File: src/rtl/rb_orbus_pkg.sv
package rb_orbus_pkg;

    // Integer k-th root, rounded down (elaboration-time helper).
    function automatic int unsigned iroot(input int unsigned n, input int unsigned k);
        int unsigned r;
        r = 1;
        for (int unsigned c = 1; c <= n; c++) begin
            int unsigned p;
            p = 1;
            for (int unsigned e = 0; e < k; e++) p = p * c;
            if (p <= n) r = c;
        end
        return r;
    endfunction

    function automatic int unsigned ceil_div(input int unsigned a, input int unsigned b);
        return (a + b - 1) / b;
    endfunction

endpackage

File: src/rtl/rb_mask_array.sv
module rb_mask_array #(
    parameter int unsigned N_REGS = 16,
    parameter int unsigned DW     = 32,
    localparam int unsigned EW    = DW + 1
) (
    input  logic                 rd_req,
    input  logic [N_REGS-1:0]    rd_strb,
    input  logic [N_REGS*DW-1:0] rd_words,
    output logic [N_REGS*EW-1:0] ent
);
    // Each entry: {hit, gated word}. Gated by request so idle cycles read zero.
    for (genvar k = 0; k < N_REGS; k++) begin : g_ent
        logic sel;
        assign sel = rd_req & rd_strb[k];
        assign ent[k*EW +: EW] = {sel, rd_words[k*DW +: DW] & {DW{sel}}};
    end
endmodule

File: src/rtl/rb_or_stage.sv
module rb_or_stage
    import rb_orbus_pkg::*;
#(
    parameter int unsigned IN_CNT  = 16,
    parameter int unsigned GRP     = 4,
    parameter int unsigned EW      = 33,
    localparam int unsigned OUT_CNT = ceil_div(IN_CNT, GRP)
) (
    input  logic                  clk,
    input  logic                  rst_n,
    input  logic                  in_vld,
    input  logic [IN_CNT*EW-1:0]  in_ent,
    output logic                  out_vld,
    output logic [OUT_CNT*EW-1:0] out_ent
);
    for (genvar g = 0; g < OUT_CNT; g++) begin : g_grp
        logic [EW-1:0] mem [GRP];
        logic [EW-1:0] acc;

        for (genvar m = 0; m < GRP; m++) begin : g_mem
            if (g*GRP + m < IN_CNT) begin : g_used
                assign mem[m] = in_ent[(g*GRP+m)*EW +: EW];
            end else begin : g_pad
                assign mem[m] = '0;
            end
        end

        always_comb begin
            acc = '0;
            for (int m = 0; m < GRP; m++) acc = acc | mem[m];
        end

        always_ff @(posedge clk or negedge rst_n) begin
            if (!rst_n) out_ent[g*EW +: EW] <= '0;
            else        out_ent[g*EW +: EW] <= acc;
        end
    end

    always_ff @(posedge clk or negedge rst_n) begin
        if (!rst_n) out_vld <= 1'b0;
        else        out_vld <= in_vld;
    end
endmodule

File: src/rtl/rb_orbus.sv
module rb_orbus
    import rb_orbus_pkg::*;
#(
    parameter int unsigned N_REGS = 16,
    parameter int unsigned DW     = 32,
    parameter int unsigned STAGES = 2
) (
    input  logic                 clk,
    input  logic                 rst_n,
    input  logic                 rd_req,
    input  logic [N_REGS-1:0]    rd_strb,
    input  logic [N_REGS*DW-1:0] rd_words,
    output logic                 rsp_vld,
    output logic [DW-1:0]        rsp_data,
    output logic                 rsp_err
);
    localparam int unsigned EW  = DW + 1;
    // two-stage split: smaller fan-in first
    localparam int unsigned G2  = iroot(N_REGS, 2);
    localparam int unsigned NG2 = ceil_div(N_REGS, G2);
    // three-stage split
    localparam int unsigned G3  = iroot(N_REGS, 3);
    localparam int unsigned NA3 = ceil_div(N_REGS, G3);
    localparam int unsigned NB3 = ceil_div(NA3, G3);

    logic [N_REGS*EW-1:0] ent;
    logic                 fin_vld;
    logic [EW-1:0]        fin_ent;

    rb_mask_array #(.N_REGS(N_REGS), .DW(DW)) u_mask (
        .rd_req  (rd_req),
        .rd_strb (rd_strb),
        .rd_words(rd_words),
        .ent     (ent)
    );

    if (STAGES == 1) begin : g_s1
        rb_or_stage #(.IN_CNT(N_REGS), .GRP(N_REGS), .EW(EW)) u_st0 (
            .clk(clk), .rst_n(rst_n), .in_vld(rd_req), .in_ent(ent),
            .out_vld(fin_vld), .out_ent(fin_ent));
    end else if (STAGES == 2) begin : g_s2
        logic                  v1;
        logic [NG2*EW-1:0]     e1;
        rb_or_stage #(.IN_CNT(N_REGS), .GRP(G2), .EW(EW)) u_st0 (
            .clk(clk), .rst_n(rst_n), .in_vld(rd_req), .in_ent(ent),
            .out_vld(v1), .out_ent(e1));
        rb_or_stage #(.IN_CNT(NG2), .GRP(NG2), .EW(EW)) u_st1 (
            .clk(clk), .rst_n(rst_n), .in_vld(v1), .in_ent(e1),
            .out_vld(fin_vld), .out_ent(fin_ent));
    end else begin : g_s3
        logic                  v1;
        logic                  v2;
        logic [NA3*EW-1:0]     e1;
        logic [NB3*EW-1:0]     e2;
        rb_or_stage #(.IN_CNT(N_REGS), .GRP(G3), .EW(EW)) u_st0 (
            .clk(clk), .rst_n(rst_n), .in_vld(rd_req), .in_ent(ent),
            .out_vld(v1), .out_ent(e1));
        rb_or_stage #(.IN_CNT(NA3), .GRP(G3), .EW(EW)) u_st1 (
            .clk(clk), .rst_n(rst_n), .in_vld(v1), .in_ent(e1),
            .out_vld(v2), .out_ent(e2));
        rb_or_stage #(.IN_CNT(NB3), .GRP(NB3), .EW(EW)) u_st2 (
            .clk(clk), .rst_n(rst_n), .in_vld(v2), .in_ent(e2),
            .out_vld(fin_vld), .out_ent(fin_ent));
    end

    assign rsp_vld  = fin_vld;
    assign rsp_data = fin_ent[DW-1:0];
    assign rsp_err  = fin_vld & ~fin_ent[DW];
endmodule

File: config.mk
export PLATFORM = sky130hd
export DESIGN_NAME = rb_orbus
export DESIGN_NICKNAME = d
export VERILOG_FILES = /design/src/rtl/rb_orbus_pkg.sv /design/src/rtl/rb_mask_array.sv /design/src/rtl/rb_or_stage.sv /design/src/rtl/rb_orbus.sv
export SDC_FILE = /design/constraint.sdc
export NUM_CORES = 1
export LEC_CHECK = 0
export BUFFER_PORTS_ARGS = -buffer_cell sky130_fd_sc_hd__buf_2
export CAP_MARGIN = 5
export CORE_AREA = 2 2 218 220
export CTS_CLUSTER_DIAMETER = 60
export DETAILED_ROUTE_END_ITERATION = 16
export DIE_AREA = 0 0 220 222
export PLACE_DENSITY = 0.39
export SETUP_SLACK_MARGIN = 0.4
export SLEW_MARGIN = 20
export SYNTH_ARGS = -nofsm -noshare
export SYNTH_HDL_FRONTEND = slang
export SYNTH_SLANG_ARGS = --single-unit
export TNS_END_PERCENT = 100
File: constraint.sdc
create_clock -name clk -period 1.09 [get_ports clk]
set_input_delay 0.218 -clock clk [delete_from_list [all_inputs] [get_ports clk]]
set_output_delay 0.218 -clock clk [all_outputs]
set_load 0.005 [all_outputs]
==> results.py, run 1 <==
metrics = {
    "floorplanning": {
        "ios": 565,
        "die_x_um": 220,
        "initial_core_util_pct": 17.6,
        "core_area_mm2": 0.0463,
        "die_y_um": 222,
        "fp-row-count": 79,
        "die_area_mm2": 0.0488,
    },
    "place": {
        "gp_congestion": 0.874,
        "dpl.hpwl_mm": 36.2,
        "port_buffers": 564,
        "dp.cells": 1860,
    },
    "layout": {
        "final_common_cell": "buf_2",
        "drive_gt1_share_pct": 74.9,
        "final_cells": 1892,
        "most-common-layout-cells": "buf_2 (548), a22oi_2 (243), dfrtp_1 (166), a21boi_1 (104), buf_4 (65)",
        "antennaDiodeCount": 0,
        "nets": 1804,
        "syn2layout_area_growth_pct": 73.8,
    },
    "grt": {
        "grt_pass1_wl_mm": 62.2,
        "grt_max_degree": 63,
        "grt_pass1_vias": 9511,
        "antenna_found_initial": 2,
        "grt_usage_pct": 17.7,
        "grt.overflow.total": 0,
    },
    "timing": {
        "finalCriticalPeriod_ps": 1270,
        "fin_skew_ps": 7.79,
        "relSlewSlack_pct": 76.4,
        "report.final.setup_viol": 34,
        "worst_slack_ps": -177,
        "timing.fmax_ghz": 0.789,
        "hold_ws_ps": -303,
        "hold_viol_final": 29,
        "drv_slew": 0,
        "rsz0062_at_grt": "true",
        "tightest_slew_ps": 353,
        "finalCritPeriodShare_pct": 116,
    },
    "critical_path": {
        "path_buf_inv": 1,
        "timing.rr.start": "g_s2.u_st0.out_ent[82]$_DFF_PN0_",
        "arrival_ps": 1050,
        "crit_cells": 2,
        "crit_slowest_cell": "dfrtp_1",
        "slowest_delay_ps": 380,
        "crit_path_end_kind": "output pin",
        "setup.worst_path.class": "reg2out",
        "cp_max_fo": 2,
        "crit_required_ps": 870,
        "worstSetupStartpointType": "flip-flop",
        "r2r-end": "g_s2.u_st1.out_ent[16]$_DFF_PN0_",
        "rrSetupSlack_ps": 50,
        "reg2reg_depth": 1,
        "critPathTopFamily": "flip-flops",
        "path_cells": "nor2b_4, buf_6",
    },
    "detailed_routing": {
        "wl_met1_mm": 17.5,
        "wl_per_cell_um": 23.2,
        "top_layer": "met5",
        "drc": 0,
        "ant_nets": 0,
        "drt_pass1_iterations": 4,
        "dr_wl_met3_mm": 2.94,
        "num_vias": 8251,
        "drt_iter0_drc": 236,
        "routed-wl-met2_mm": 22.8,
        "avgViaCountPerCell": 4.36,
        "wirelength_mm": 43.8,
    },
    "yosys": {
        "ys_warn_count": 0,
        "synth_top_area_share_pct": 51.4,
        "synth.area.top_cells": "dfrtp_1 (51%), a22oi_1 (24%), a21boi_1 (9.9%)",
        "synth_fp_nets": 1230,
        "syn_inst": 699,
        "syn_avg_cell_area_um2": 11.6,
        "ys_seq_area_share_pct": 51.4,
        "ys_types": 12,
        "synth-seq-cells": 167,
        "syn-cell-area_mm2": 0.00813,
        "synth_top_cell_by_area": "dfrtp_1",
    },
    "clock_network": {
        "path_clk_slew_ps": 70,
        "clkSinkCount": 167,
        "cts_buffers": 17,
        "clockBufferDepth": 2,
        "cts_tree": "yes",
        "htreeDepth": 4,
        "clk_latency_ps": 430,
        "ctsRootBufferMaster": "clkbuf_16",
    },
    "worst_hold_path": {
        "min_path_type": "in2async",
    },
    "run_status": {
        "status": "complete, but fails checks",
        "violations": "hold timing, setup timing",
    },
    "power": {
        "ir_drop_mv": 0.802,
        "p_leak_nw": 6.33,
        "p_per_area_mw_per_mm2": 1180,
        "power_mw": 16.6,
    },
    "job": {
        "cap_violations": 0,
    },
}
[power by group]
part	internal, mW	leakage (nW)	switching, mW	total (mW)
logic	2.09	4.08	1.92	4.01
clock network	3.20	0.256	2.54	5.75
registers	6.68	1.99	0.200	6.88
[area by class of cell]
type,count,area (µm²)
clock buffer,21,450
fill,4803,32100
multi-input combinational,422,4500
sequential,167,4180
tap,607,759
clock inverter,10,100
timing repair buffer,665,4150
[routing by layer]
| layer | track usage, % | up-vias |
|---|---|---|
| met4 | 4.05 | 2 |
| li1 | - | 3874 |
| met3 | 4.17 | 23 |
| met2 | 32.1 | 343 |
| met1 | 20.9 | 4009 |
| met5 | 0 | - |
[worst max path at each step]
stage | from | endpoint | slack (ps)
floorplan | g_s2.u_st0.out_ent[33]$_DFF_PN0_ | g_s2.u_st1.out_ent[0]$_DFF_PN0_ | 130
global placement | rd_strb[4] | g_s2.u_st0.out_ent[63]$_DFF_PN0_ | -110
detailed placement | rd_strb[4] | g_s2.u_st0.out_ent[63]$_DFF_PN0_ | -110
CTS | g_s2.u_st1.out_vld$_DFF_PN0_ | rsp_err | -210
global route | g_s2.u_st1.out_vld$_DFF_PN0_ | rsp_err | -240
finish | g_s2.u_st1.out_vld$_DFF_PN0_ | rsp_err | -180
[Yosys cell counts]
cell type and count:
clkbuf_1 3, a21boi_2 17, buf_6 12, dfrtp_1 167
or4_1 33, o41a_1 4, a21boi_1 107, buf_4 35
buf_2 60, a22oi_1 256, a21boi_0 4, nor2b_1 1
[stage by stage]
step	setup TNS [ps]	worst slack, ps	instance area [µm²]	util [%]
after floorplan	0	129	9870	-
after detailed placement	-492	-112	13400	29.1
after global placement	-415	-106	13400	29.1
after global routing	-3890	-240	14100	30.6
final	-1950	-177	14100	30.6
after CTS	-3370	-214	14100	30.4
[logic make-up after synthesis]
kind of cell           synth area share, %
AOI/OAI and AO/OA                     36.8
DFF                                   51.4
and+or+nand+nor                       3.12
buffers and inverters                 8.72
[repair_timing]
item,4_1_cts,5_1_grt
gates resized for setup,12,12
pin swaps,22,13
hold endpoints to repair,37,22
endpoints found under the setup margin,68,70
cloned,0,1
setup buffers,0,0
[registers in the layout, indices dropped and copies added (netlist names)]
register and count:
g_s2.u_st0.out_ent 132, g_s2.u_st0.out_vld 1, g_s2.u_st1.out_ent 33, g_s2.u_st1.out_vld 1
No activity file was read; power rests on OpenSTA's default activity.
==> run 2: changes to the inputs <==
--- a/config.mk
+++ b/config.mk
@@ -7,11 +7,13 @@
 export LEC_CHECK = 0
 export BUFFER_PORTS_ARGS = -buffer_cell sky130_fd_sc_hd__buf_2
 export CAP_MARGIN = 5
-export CORE_AREA = 2 2 218 220
+export CELL_PAD_IN_SITES_DETAIL_PLACEMENT = 0
+export CELL_PAD_IN_SITES_GLOBAL_PLACEMENT = 1
+export CORE_AREA = 2 2 217 219
 export CTS_CLUSTER_DIAMETER = 60
 export DETAILED_ROUTE_END_ITERATION = 16
-export DIE_AREA = 0 0 220 222
-export PLACE_DENSITY = 0.39
+export DIE_AREA = 0 0 219 221
+export PLACE_DENSITY = 0.52
 export SETUP_SLACK_MARGIN = 0.4
 export SLEW_MARGIN = 20
 export SYNTH_ARGS = -nofsm -noshare
==> constraint.sdc (replaced) <==
create_clock -name clk -period 1.05 [get_ports clk]
set_input_delay 0.21 -clock clk [delete_from_list [all_inputs] [get_ports clk]]
set_output_delay 0.21 -clock clk [all_outputs]
set_load 0.005 [all_outputs]
==> run 2 against run 1 <==
Against the previous run:
- global-route usage rose by 0.31 points
- clock-buffer cell count rose by 1
- sequential share of layout area fell by 0.38 points
- die area fell by 0.90%
- final area rose by 1.3%
- combinational power rose by 5.7%
- critical path type unchanged
- non-clock buffer count rose by 8
- the run ends with setup timing left
- via count rose by 2.0%
- sequential power rose by 3.3%
- highest routed layer unchanged
==> results.py, run 2 (synthesis results as in run 1) <==
metrics = {
    "run_status": {
        "status": "complete, but fails checks",
        "violations": "setup timing",
    },
    "critical_path": {
        "rrSetupSlack_ps": 40,
        "crit_path_end_kind": "output pin",
        "worstSetupStartpointType": "flip-flop",
        "reg2reg_depth": 1,
        "crit_required_ps": 840,
        "arrival_ps": 1140,
        "setup.worst_path.class": "reg2out",
        "r2r-end": "g_s2.u_st1.out_ent[22]$_DFF_PN0_",
        "cp_max_fo": 1,
        "timing.rr.start": "g_s2.u_st0.out_ent[121]$_DFF_PN0_",
    },
    "timing": {
        "fin_setup_tns_ps": -3270,
        "timing.fmax_ghz": 0.743,
        "tightest_slew_ps": 332,
        "finalCritPeriodShare_pct": 128,
        "hold_viol_final": 0,
        "rsz0062_at_grt": "true",
        "hold_ws_ps": 44.4,
        "fin_skew_ps": 7.44,
        "worst_slack_ps": -296,
        "finalCriticalPeriod_ps": 1350,
        "drv_slew": 0,
        "report.final.setup_viol": 34,
        "relSlewSlack_pct": 77.9,
    },
    "floorplanning": {
        "initial_core_util_pct": 17.7,
        "die_x_um": 219,
        "die_y_um": 221,
        "ios": 565,
        "die_area_mm2": 0.0484,
        "core_area_mm2": 0.0461,
        "fp-row-count": 79,
    },
    "grt": {
        "grt_max_degree": 75,
        "antenna_found_initial": 4,
        "grt_use_met2_pct": 30.9,
        "grt_use_met1_pct": 21.9,
        "grt_usage_pct": 18.0,
        "grt_pass1_wl_mm": 62.2,
        "grt_pass1_vias": 9273,
        "grt_use_met3_pct": 4.23,
        "busiest_layer": "met2",
        "grt.overflow.total": 0,
    },
    "layout": {
        "largestRegisters": "g_s2.u_st0.out_ent (132), g_s2.u_st1.out_ent (33)",
        "final_cells": 1903,
        "largest_register_ffs": 132,
        "regMostFlops": "g_s2.u_st0.out_ent",
        "most-common-layout-cells": "buf_2 (556), a22oi_2 (243), dfrtp_1 (167), a21boi_1 (103), buf_4 (61)",
        "drive_gt1_share_pct": 74.8,
        "nets": 1812,
        "syn2layout_area_growth_pct": 76.0,
        "final_common_cell": "buf_2",
        "n_fill_cell": 4808,
    },
    "detailed_routing": {
        "drt_pass1_iterations": 4,
        "ant_nets": 0,
        "wl_per_cell_um": 23.5,
        "avgViaCountPerCell": 4.42,
        "num_vias": 8417,
        "wirelength_mm": 44.7,
        "drt_iter0_drc": 333,
        "drc": 0,
    },
    "place": {
        "preCtsSetupSlack_ps": -125,
        "dp.cells": 1857,
        "dpl.hpwl_mm": 36.4,
        "gp_congestion": 0.807,
        "port_buffers": 564,
    },
    "clock_network": {
        "cts_tree": "yes",
        "cts_buffers": 17,
        "ctsRootBufferMaster": "clkbuf_16",
        "clkSinkCount": 167,
        "clk_latency_ps": 430,
        "clockBufferDepth": 2,
        "path_clk_slew_ps": 70,
        "htreeDepth": 4,
    },
    "power": {
        "p_leak_nw": 6.41,
        "ir_drop_mv": 0.938,
        "p_per_area_mw_per_mm2": 1230,
        "power_mw": 17.6,
    },
    "worst_hold_path": {
        "hold_path_depth": 3,
        "worstHoldStart": "rd_words[372]",
        "min_path_type": "in2reg",
        "worstHoldEndpoint": "g_s2.u_st0.out_ent[86]$_DFF_PN0_",
    },
    "job": {
        "cap_violations": 0,
    },
}
run 2: cell count changes in the layout (fill, tap and decap cells not counted), moves of 2 or more:
cell       change
a21boi_2       +2
buf_12         +4
buf_16         +2
buf_2          +8
buf_4          -4
buf_6          -4
clkbuf_16      +2
clkinv_4       -3
diode_2        +2
inv_6          +2
or4_1          +3
or4_4          -3
run 2: where the power goes:
group          leakage [nW]  internal [mW]  total [mW]  switching [mW]
clock network         0.278           3.64        6.28            2.64
logic                  4.15           2.20        4.24            2.04
registers              1.99           6.94        7.11           0.176
run 2: final cells by class:
class / instances / area, µm² / share of cell area (%)
diodes: 2 / 5.00 / 0.0350
clock buffers: 22 / 464 / 3.24
well taps: 607 / 759 / 5.31
clock inverters: 10 / 119 / 0.830
repair buffers: 673 / 4290 / 30.0
multi-input cells: 422 / 4490 / 31.4
flip-flops and latches: 167 / 4180 / 29.2
run 2: how the worst max path moves through the flow:
stage                                startpoint  slack, ps                          endpoint
2_1_floorplan  g_s2.u_st0.out_ent[33]$_DFF_PN0_         90   g_s2.u_st1.out_ent[0]$_DFF_PN0_
5_1_grt        g_s2.u_st1.out_ent[32]$_DFF_PN0_       -350                           rsp_err
3_5_place_dp                         rd_strb[5]       -120  g_s2.u_st0.out_ent[46]$_DFF_PN0_
4_1_cts        g_s2.u_st1.out_ent[32]$_DFF_PN0_       -350                           rsp_err
3_3_place_gp                         rd_strb[7]        -90  g_s2.u_st0.out_ent[46]$_DFF_PN0_
6_report       g_s2.u_st1.out_ent[32]$_DFF_PN0_       -300                           rsp_err
run 2: repair_timing:
item,4_1_cts,5_1_grt
pin swaps,29,14
hold buffers,1,0
setup endpoints to repair,69,151
buffers inserted,0,6
endpoints found under the hold margin,167,0
resized for setup,7,13
gates cloned,0,5
run 2: critical path, stage by stage (launching register included):
cell and delay (ps):
dfrtp_1 420, nor2b_4 160, buf_6 120
run 2: per-stage QoR:
stage | util (%) | instance area (µm²)
after global routing | 31.1 | 14300
after CTS | 30.6 | 14100
after global placement | 29.2 | 13500
final | 31.1 | 14300
after detailed placement | 29.2 | 13500
after floorplan | - | 9990
run 2: routing by layer:
metal  wire (µm)  up-vias
met5          27        -
met4        1120        4
met3        3340       52
met2       22100      397
met1       18100     4072
li1            -     3892
